`config.mk`:
```
export PLATFORM = sky130hd
export DESIGN_NAME = quad_count_core
export DESIGN_NICKNAME = d
export VERILOG_FILES = /design/src/rtl/qc_pkg.sv /design/src/rtl/qc_sync.sv /design/src/rtl/qc_decode.sv /design/src/rtl/qc_index.sv /design/src/rtl/qc_count.sv /design/src/rtl/quad_count_core.sv
export SDC_FILE = /design/constraint.sdc
export NUM_CORES = 1
export LEC_CHECK = 0
export BUFFER_PORTS_ARGS = -buffer_cell sky130_fd_sc_hd__clkbuf_2
export CAP_MARGIN = 15
export CELL_PAD_IN_SITES_DETAIL_PLACEMENT = 0
export CELL_PAD_IN_SITES_GLOBAL_PLACEMENT = 1
export CORE_MARGIN = 4
export CORE_UTILIZATION = 45
export DETAILED_ROUTE_END_ITERATION = 16
export GPL_ROUTABILITY_DRIVEN = 1
export PLACE_DENSITY = 0.94
export SYNTH_ARGS = -nofsm -noshare
export SYNTH_HDL_FRONTEND = slang
export SYNTH_HIERARCHICAL = 1
export SYNTH_SLANG_ARGS = --single-unit
```
`constraint.sdc`:
```
create_clock -name clk -period 9.7 [get_ports clk]
set_clock_uncertainty 0.15 [all_clocks]
set_input_delay 1.94 -clock clk [delete_from_list [all_inputs] [get_ports clk]]
set_output_delay 1.94 -clock clk [all_outputs]
set_load 0.1 [all_outputs]
```
`src/rtl/qc_pkg.sv`:
```
package qc_pkg;

    typedef enum logic [1:0] {
        DEC_STEPDIR = 2'd0,
        DEC_X1      = 2'd1,
        DEC_X2      = 2'd2,
        DEC_X4      = 2'd3
    } dec_mode_e;

    typedef enum logic [1:0] {
        BND_FREE    = 2'd0,
        BND_CLAMP   = 2'd1,
        BND_ONESHOT = 2'd2,
        BND_MODULO  = 2'd3
    } bnd_mode_e;

    typedef struct packed {
        logic up;
        logic dn;
        logic bad;
    } step_t;

    function automatic logic dec_is_quad(dec_mode_e m);
        return m != DEC_STEPDIR;
    endfunction

endpackage

```
`src/rtl/qc_sync.sv`:
```
module qc_sync #(
    parameter int WIDTH = 3
) (
    input  logic             clk,
    input  logic [WIDTH-1:0] raw,
    output logic [WIDTH-1:0] cur,
    output logic [WIDTH-1:0] prv
);
    logic [WIDTH-1:0] meta;

    // Plain shift chain; it fills while reset is held.
    always_ff @(posedge clk) begin
        meta <= raw;
        cur  <= meta;
        prv  <= cur;
    end
endmodule

```
`src/rtl/qc_decode.sv`:
```
module qc_decode
    import qc_pkg::*;
(
    input  logic      a_s,
    input  logic      b_s,
    input  logic      a_d,
    input  logic      b_d,
    input  dec_mode_e dec,
    input  logic      gate,
    output step_t     stp
);
    logic a_rise, a_fall, b_rise, b_fall, both;

    assign a_rise = a_s & ~a_d;
    assign a_fall = ~a_s & a_d;
    assign b_rise = b_s & ~b_d;
    assign b_fall = ~b_s & b_d;
    assign both   = (a_s ^ a_d) & (b_s ^ b_d);

    always_comb begin
        stp = '0;
        if (gate) begin
            if (dec_is_quad(dec) && both) begin
                stp.bad = 1'b1;
            end else begin
                unique case (dec)
                    DEC_STEPDIR: begin
                        stp.up = a_rise & b_s;
                        stp.dn = a_rise & ~b_s;
                    end
                    DEC_X1: begin
                        stp.up = a_rise & ~b_s;
                        stp.dn = a_fall & ~b_s;
                    end
                    DEC_X2: begin
                        stp.up = (a_rise & ~b_s) | (a_fall & b_s);
                        stp.dn = (a_rise & b_s) | (a_fall & ~b_s);
                    end
                    default: begin
                        stp.up = (a_rise & ~b_s) | (a_fall & b_s) |
                                 (b_rise & a_s) | (b_fall & ~a_s);
                        stp.dn = (a_rise & b_s) | (a_fall & ~b_s) |
                                 (b_rise & ~a_s) | (b_fall & a_s);
                    end
                endcase
            end
        end
    end
endmodule

```
`src/rtl/qc_index.sv`:
```
module qc_index
    import qc_pkg::*;
(
    input  logic      idx_s,
    input  logic      idx_d,
    input  logic      a_s,
    input  logic      b_s,
    input  logic      a_d,
    input  logic      b_d,
    input  logic      pos_pol,
    input  logic      sync_req,
    input  dec_mode_e dec,
    output logic      evt
);
    logic sync_eff, lvl_act, edge_act, ab_enter;

    assign sync_eff = sync_req & dec_is_quad(dec);
    assign lvl_act  = pos_pol ? idx_s : ~idx_s;
    assign edge_act = pos_pol ? (idx_s & ~idx_d) : (~idx_s & idx_d);
    assign ab_enter = (a_s & b_s) & ~(a_d & b_d);
    assign evt      = sync_eff ? (lvl_act & ab_enter) : edge_act;
endmodule

```
`src/rtl/qc_count.sv`:
```
module qc_count
    import qc_pkg::*;
#(
    parameter int CNT_W = 24
) (
    input  logic             clk,
    input  logic             rst,
    input  bnd_mode_e        bmode,
    input  logic [CNT_W-1:0] preset,
    input  step_t            stp,
    input  logic             load_stb,
    input  logic             idx_evt,
    input  logic             idx_load_en,
    input  logic             latch_stb,
    input  logic             clr_stb,
    output logic [CNT_W-1:0] cnt,
    output logic [CNT_W-1:0] latch,
    output logic             carry_f,
    output logic             borrow_f,
    output logic             sign_f,
    output logic             up_f,
    output logic             idx_f,
    output logic             err_f
);
    localparam logic [CNT_W-1:0] CMAX = '1;

    logic             stopped;
    logic             load_any;
    logic [CNT_W-1:0] ceiling;

    assign load_any = load_stb | (idx_evt & idx_load_en);
    assign ceiling  = (bmode == BND_CLAMP || bmode == BND_MODULO) ? preset : CMAX;

    always_ff @(posedge clk) begin
        if (rst) begin
            cnt      <= '0;
            latch    <= '0;
            carry_f  <= 1'b0;
            borrow_f <= 1'b0;
            sign_f   <= 1'b0;
            up_f     <= 1'b1;
            idx_f    <= 1'b0;
            err_f    <= 1'b0;
            stopped  <= 1'b0;
        end else begin
            if (clr_stb) begin
                carry_f  <= 1'b0;
                borrow_f <= 1'b0;
                sign_f   <= 1'b0;
                idx_f    <= 1'b0;
                err_f    <= 1'b0;
            end
            if (stp.bad) err_f <= 1'b1;
            if (idx_evt) idx_f <= 1'b1;
            if (latch_stb) latch <= cnt;
            if (load_any) begin
                cnt     <= preset;
                stopped <= 1'b0;
            end else if ((stp.up || stp.dn) && !stopped) begin
                up_f <= stp.up;
                if (stp.up) begin
                    if (cnt >= ceiling) begin
                        carry_f <= 1'b1;
                        sign_f  <= 1'b0;
                        case (bmode)
                            BND_CLAMP:   cnt <= cnt;
                            BND_ONESHOT: begin
                                cnt     <= '0;
                                stopped <= 1'b1;
                            end
                            default:     cnt <= '0;
                        endcase
                    end else begin
                        cnt <= cnt + 1'b1;
                    end
                end else begin
                    if (cnt == '0) begin
                        borrow_f <= 1'b1;
                        sign_f   <= 1'b1;
                        case (bmode)
                            BND_CLAMP:   cnt <= cnt;
                            BND_MODULO:  cnt <= ceiling;
                            BND_ONESHOT: begin
                                cnt     <= CMAX;
                                stopped <= 1'b1;
                            end
                            default:     cnt <= CMAX;
                        endcase
                    end else begin
                        cnt <= cnt - 1'b1;
                    end
                end
            end
        end
    end

    // clamped mode holds at the ceiling
    a_r8_clamp_hold: assert property (@(posedge clk) disable iff (rst)
        (bmode == BND_CLAMP && stp.up && !load_any && !stopped && cnt >= preset)
        |=> $stable(cnt));

    // modulo mode returns to zero past the preset
    a_r10_modulo_wrap: assert property (@(posedge clk) disable iff (rst)
        (bmode == BND_MODULO && stp.up && !load_any && !stopped && cnt == preset)
        |=> cnt == '0);

    // a frozen one-shot count only moves on a load
    a_r9_frozen: assert property (@(posedge clk) disable iff (rst)
        (stopped && !load_any) |=> $stable(cnt));

    // load strobe takes the preset
    a_r11_load: assert property (@(posedge clk) disable iff (rst)
        load_stb |=> cnt == $past(preset));

    // illegal transition is recorded
    a_r14_err_set: assert property (@(posedge clk) disable iff (rst)
        stp.bad |=> err_f);
endmodule

```
`src/rtl/quad_count_core.sv`:
```
module quad_count_core
    import qc_pkg::*;
#(
    parameter int CNT_W = 24
) (
    input  logic             clk,
    input  logic             rst,
    input  logic             enc_a,
    input  logic             enc_b,
    input  logic             enc_idx,
    input  logic [1:0]       dec_sel,
    input  logic [1:0]       cnt_sel,
    input  logic             ab_en,
    input  logic             idx_preset_n,
    input  logic             idx_sync_req,
    input  logic             idx_pos_pol,
    input  logic [CNT_W-1:0] preset_val,
    input  logic             load_stb,
    input  logic             latch_stb,
    input  logic             clr_stb,
    output logic [CNT_W-1:0] count_val,
    output logic [CNT_W-1:0] latch_val,
    output logic             carry_flag,
    output logic             borrow_flag,
    output logic             cmp_flag,
    output logic             sign_flag,
    output logic             up_flag,
    output logic             idx_flag,
    output logic             err_flag
);
    localparam int NIN = 3;

    logic [NIN-1:0] cur, prv;
    dec_mode_e      dec;
    bnd_mode_e      bmode;
    step_t          stp;
    logic           idx_evt;

    assign dec   = dec_mode_e'(dec_sel);
    assign bmode = bnd_mode_e'(cnt_sel);

    qc_sync #(.WIDTH(NIN)) u_sync (
        .clk (clk),
        .raw ({enc_idx, enc_b, enc_a}),
        .cur (cur),
        .prv (prv)
    );

    qc_decode u_dec (
        .a_s  (cur[0]),
        .b_s  (cur[1]),
        .a_d  (prv[0]),
        .b_d  (prv[1]),
        .dec  (dec),
        .gate (ab_en),
        .stp  (stp)
    );

    qc_index u_idx (
        .idx_s    (cur[2]),
        .idx_d    (prv[2]),
        .a_s      (cur[0]),
        .b_s      (cur[1]),
        .a_d      (prv[0]),
        .b_d      (prv[1]),
        .pos_pol  (idx_pos_pol),
        .sync_req (idx_sync_req),
        .dec      (dec),
        .evt      (idx_evt)
    );

    qc_count #(.CNT_W(CNT_W)) u_cnt (
        .clk         (clk),
        .rst         (rst),
        .bmode       (bmode),
        .preset      (preset_val),
        .stp         (stp),
        .load_stb    (load_stb),
        .idx_evt     (idx_evt),
        .idx_load_en (~idx_preset_n),
        .latch_stb   (latch_stb),
        .clr_stb     (clr_stb),
        .cnt         (count_val),
        .latch       (latch_val),
        .carry_f     (carry_flag),
        .borrow_f    (borrow_flag),
        .sign_f      (sign_flag),
        .up_f        (up_flag),
        .idx_f       (idx_flag),
        .err_f       (err_flag)
    );

    assign cmp_flag = (count_val == preset_val);

    // with phases gated off and no load, the count does not move
    a_r6_gate_off: assert property (@(posedge clk) disable iff (rst)
        (!ab_en && !load_stb && !(idx_evt && !idx_preset_n)) |=> $stable(count_val));
endmodule

```
# Yosys cells after proc, flatten, opt, wreduce, memory -nomap -nowiden
# Index checks and enable logic that the tools add are counted.
[op_classes]
bitwise = 39
n_shift = 0
add_sub_neg = 2
magnitude_cmp = 1
n_mux = 38
n_reduce_logical = 16
multipliers = 0
eq_ne = 9
div_mod_pow = 0
[ops]
columns = ["operator", "count"]
rows = [
  ["$mux W24", 7],
  ["$pmux W24 S2", 1],
  ["$mux W1", 27],
  ["$add A24 B1 Y24 const B", 1],
  ["$eq A24 B24 Y1", 1],
  ["$ge A24 B24 Y1", 1],
  ["$logic_not A24 Y1", 1],
  ["$sub A24 B1 Y24 const B", 1],
  ["$and A1 B1 Y1", 21],
  ["$reduce_bool A2 Y1", 5],
  ["$not A1 Y1", 9],
  ["$or A1 B1 Y1", 7],
  ["$eq A2 B2 Y1 const B", 3],
  ["$pmux W2 S3", 1],
  ["$reduce_and A3 Y1", 2],
  ["$eq A2 B1 Y1 const B", 2],
  ["$ne A4 B2 Y1 const B", 1],
  ["$ne A4 B4 Y1 const B", 1],
  ["$mux W3", 1],
  ["$logic_and A1 B1 Y1", 2],
  ["$logic_not A2 Y1", 1],
  ["$logic_or A1 B1 Y1", 2],
  ["$mux W2", 1],
  ["$ne A2 B2 Y1 const B", 1],
  ["4 further kinds", 5],
]
[word_totals]
latchBits = 0
ramBits = 0
ff_bits = 64
memories = 0
output_inout_bits = 55
inputBits = 40
rom_bits = 0
elab_cells = 117

# Depth between registers and ports, before layout
[depth]
depth_word = 13
mapped_depth = 13
depth_no_buf = 12

# Modules after synthesis
# The synthesis kept the hierarchy.
[by_module_without_submodules]
columns = ["module", "cells_per_inst", "instances", "area_per_inst_um2"]
rows = [
  ["qc_count", 538, 1, 4350.4],
  ["quad_count_core", 33, 1, 267.8],
  ["qc_decode", 25, 1, 196.4],
  ["qc_sync", 9, 1, 180.2],
  ["qc_index", 7, 1, 56.3],
]

# Worst setup path before layout
# OpenSTA, ideal clock, no wires.
[synth_timing]
path_type = "input to output"
start = "input port preset_val[20]"
end = "output port cmp_flag"
arrival_time_ns = 3.689
n_path_buf = 0
stages = 4
required_time_ns = 7.610
path_slack_ns = 3.921
cell_sequence = "xor2_1 > nor4_1 > nand4_1 > nor3_2"
[synth_via]
elab_chain_cells = 1
[synth_lines]
columns = ["item", "line", "rtl"]
rows = [
  ["start: declaration", "quad_count_core.sv:17", "input logic [CNT_W-1:0] preset_val,"],
  ["$eq A24 B24 Y1", "quad_count_core.sv:93", "assign cmp_flag = (count_val == preset_val);"],
  ["end: declaration", "quad_count_core.sv:25", "output logic cmp_flag,"],
]
# No other way between the ends.

# Worst setup path after layout
[layout_timing]
start = "input port preset_val[0]"
end = "output port cmp_flag"
# Same word-level chain as after synthesis.

==> results.md <==
* Dominant combinational cell family by area after synthesis: simple AND/OR/NAND/NOR gates
* Final setup violation count at 0
* Data required time of the critical path at 7610 ps
* Category of the critical setup timing path: input pin to output pin
* Clock transition time at the flip-flop clock pins of the worst setup and hold paths at 50 ps
* Flip-flop and latch count after synthesis at 64
* Max incr delay on CP at 470 ps
* Power density relative to cell area at 184 nW/um2
* Number of diodes at 0
* Number of buffers added by the clock tree synthesis step at 9
* Min Hold Slack at 177 ps
* Global-route wire length before repair at 24500 um
* Element type at the critical path end: output pin
* Top post-synthesis cells by count: dfxtp_1, nor2_1, a21oi_1, nand2_1, ha_1
* Max-capacitance violation count at 0
* Library cell occupying the most area in the post-synthesis netlist: dfxtp_1
* Number of antenna violations at the first check in global routing at 1
* Final Cycle Share at 55.9%
* CTS tree: yes
* Total wire length at 15400 um
* Maximum net fanout on the critical path at 5
* Syn Nets at 683
* Buffers & Inverters on Critical Path at 2
* Fraction of the core area covered by cells at the end of the flow at 52.2%
* Total I/O pin count at 95
* DRC marker count from the first detailed-route iteration at 581
* Highest ir drop seen on vdd at 0.109 mV
* Number of slew-limit violations in the final report at 0
* Share of the synthesized area in compound gates (AO/OA/AOI/OAI) at 22.1%
* Final antenna-violating net count at 0
* Hold Fails Final Rpt at 0
* Latest clock arrival within the worst-skew pair at 330 ps
* Count leader, synth: dfxtp_1
* Vias in the first global route at 4734
* Vias per Instance at 6.15
* Most numerous cell on the critical path: clkbuf_2
* Sequential fraction of the synthesis area at 25.4%
* Family with the most delay on the worst path: simple AND/OR/NAND/NOR gates
* Syn. warnings at 6
* Worst Max-Slew Pin Slew at 871 ps
* Fraction of final layout cells with drive strength greater than 1 at 21.0%
* Clk sink count at 64
* Via count at 5046
* Unrepaired setup endpoints after global routing: no
* Maximum level of the CTS H-tree at 3
* P&R area growth vs syn at 13.0%
* Sequence of cells on the critical path: clkbuf_2 -> xor2_1 -> nor4_1 -> nand4_1 -> nor3_2 -> clkbuf_2
* Initial standard-cell utilization of the core at 46.2%
* Post-Synthesis Cells at 612
* Synthesized-area fraction occupied by and/or/nand/nor cells at 23.9%
* Die height at 114 um
* Slowest library cell on the worst path: clkbuf_2
* Estimated wirelength of the detail-placed design at 11300 um
* Cell Area, Placed at 5440 um2
* Unique masters post-synth at 76
* Tot GR Track Use at 23.4%
* Library cell used as clock root buffer: clkbuf_16
* Detailed-router iteration count before antenna repair at 7
* Multiplexer share of the synthesized area at 5.28%
* Post-synth ARST share at 0%
* Crit path launch type: input pin
* Synth top area cells: dfxtp_1, ha_1, xor2_1
* # Post-CTS Setup Buffers at 0
* Setup TNS at 0 ps
* Filler instances at 1074
* Site row count at 38
* RePlAce Congestion at 0.881
* Arrival @ worst endpoint at 3330 ps
* Area of combinational cells with multiple inputs at 3420 um2
* Mapped cell area at 5050 um2
* Mean routed wirelength per cell at 18.7 um
* Primary flip-flop cell chosen by synthesis mapping: dfxtp_1
* Area share of the largest cell type after synthesis at 25.4%
* Final Cell Area at 5710 um2
* Post-route DRC at 0
* Area of all sequential standard cells at 1280 um2
* CTS resizes at 0
* Leakage power of the design at 2.40 nW
* Adder-cell area share of the yosys netlist at 7.68%
* Area of the die at 13000 um2
* Run status: completed
* Number of flops mapped to enable cells by yosys at 0
* Xor and xnor fraction of the mapped netlist area at 8.67%
* Die Width at 114 um
* Nets@finish at 746
* Overflow after GRT at 0
* Core region area at 10900 um2
* Largest net degree at the start of global routing at 48
* Final critical delay including setup and external delays at 5420 ps
* Worst hold path class: register to register
* Fmax at 185 MHz
* Clock tree buffer depth at 2
* Worst-case headroom to the max-slew limit at 41.7%
* Average cell area after synthesis at 8.25 um2
* CTS hold repair buffers at 0
* Number of I/O port buffers at 94
[final timing paths]
| path | startpoint | end | slack [ps] | depth (start not counted) |
|---|---|---|---|---|
| worst max-delay path | preset_val[0] | cmp_flag | 4280 | 6 |
| worst min-delay path | u_sync/meta[1]$_DFF_P_ | u_sync/cur[1]$_DFF_P_ | 180 | 0 |
| worst max register to register | u_cnt/cnt[0]$_SDFFE_PP0P_ | u_cnt/cnt[5]$_SDFFE_PP0P_ | 5870 | 9 |
| worst min register to register | u_sync/meta[1]$_DFF_P_ | u_sync/cur[1]$_DFF_P_ | 180 | 0 |
[final cells by class]
class / instances / area share, %
flip-flops and latches: 64 / 22.4
clock inverters: 4 / 0.351
inverters: 14 / 0.921
well taps: 140 / 3.07
multi-input cells: 486 / 59.9
clock buffers: 12 / 4.32
repair buffers: 100 / 9.03
[per-stage QoR]
step                      power, mW  setup slack (ps)  std cells
after floorplan               0.681              3920        612
after global placement        0.750              4300        804
after detailed placement      0.758              4280        804
after CTS                      1.05              4310        820
after global routing           1.10              4170        820
final                          1.05              4280        820
[worst register-to-register path: cells and delay by family (launching register included)]
family | cells | cell delay, ps
simple gates | 2 | 640
fa+ha+maj | 1 | 320
flops | 1 | 620
buf+inv | 1 | 190
compound gates | 5 | 1810
[power breakdown]
| group | switching [mW] | leakage, nW | internal, mW |
|---|---|---|---|
| registers | 0.0624 | 0.526 | 0.286 |
| logic | 0.290 | 1.74 | 0.123 |
| clock network | 0.109 | 0.136 | 0.178 |
[registers in the layout (all words and copies together) (netlist names)]
signal          flops
u_cnt/cnt          24
u_cnt/latch        24
u_sync/cur          3
u_sync/meta         3
u_sync/prv          3
u_cnt/borrow_f      1
u_cnt/carry_f       1
u_cnt/err_f         1
u_cnt/idx_f         1
u_cnt/sign_f        1
u_cnt/stopped       1
u_cnt/up_f          1
[cell families after synthesis]
group,count (synthesis)
adder cells (fa/ha/maj),31
XOR/XNOR,50
AND/OR/NAND/NOR,227
AO/OA/AOI/OAI,152
multiplexers,26
buffers and inverters,62
flip-flops,64
[layout by cell type, fill, tap and decap left out, types with 12 or more instances in the layout]
cell type	count
nand2_1	43
mux2i_1	24
nor2_1	56
a21oi_1	43
nand3_1	21
ha_1	31
nor4_1	12
xnor2_1	22
nor2b_1	26
o21ai_0	16
dfxtp_1	64
inv_1	13
clkbuf_2	94
xor2_1	28
[routing by layer]
metal  global-route usage, %  up-vias  wire (um)
met2                    36.0      269       6790
met5                       0        -          9
li1                        -     2379          -
met4                    6.97        2        229
met1                    32.8     2369       6790
met3                    5.41       27       1540
Note: power is estimated with default switching activity, not from simulation.
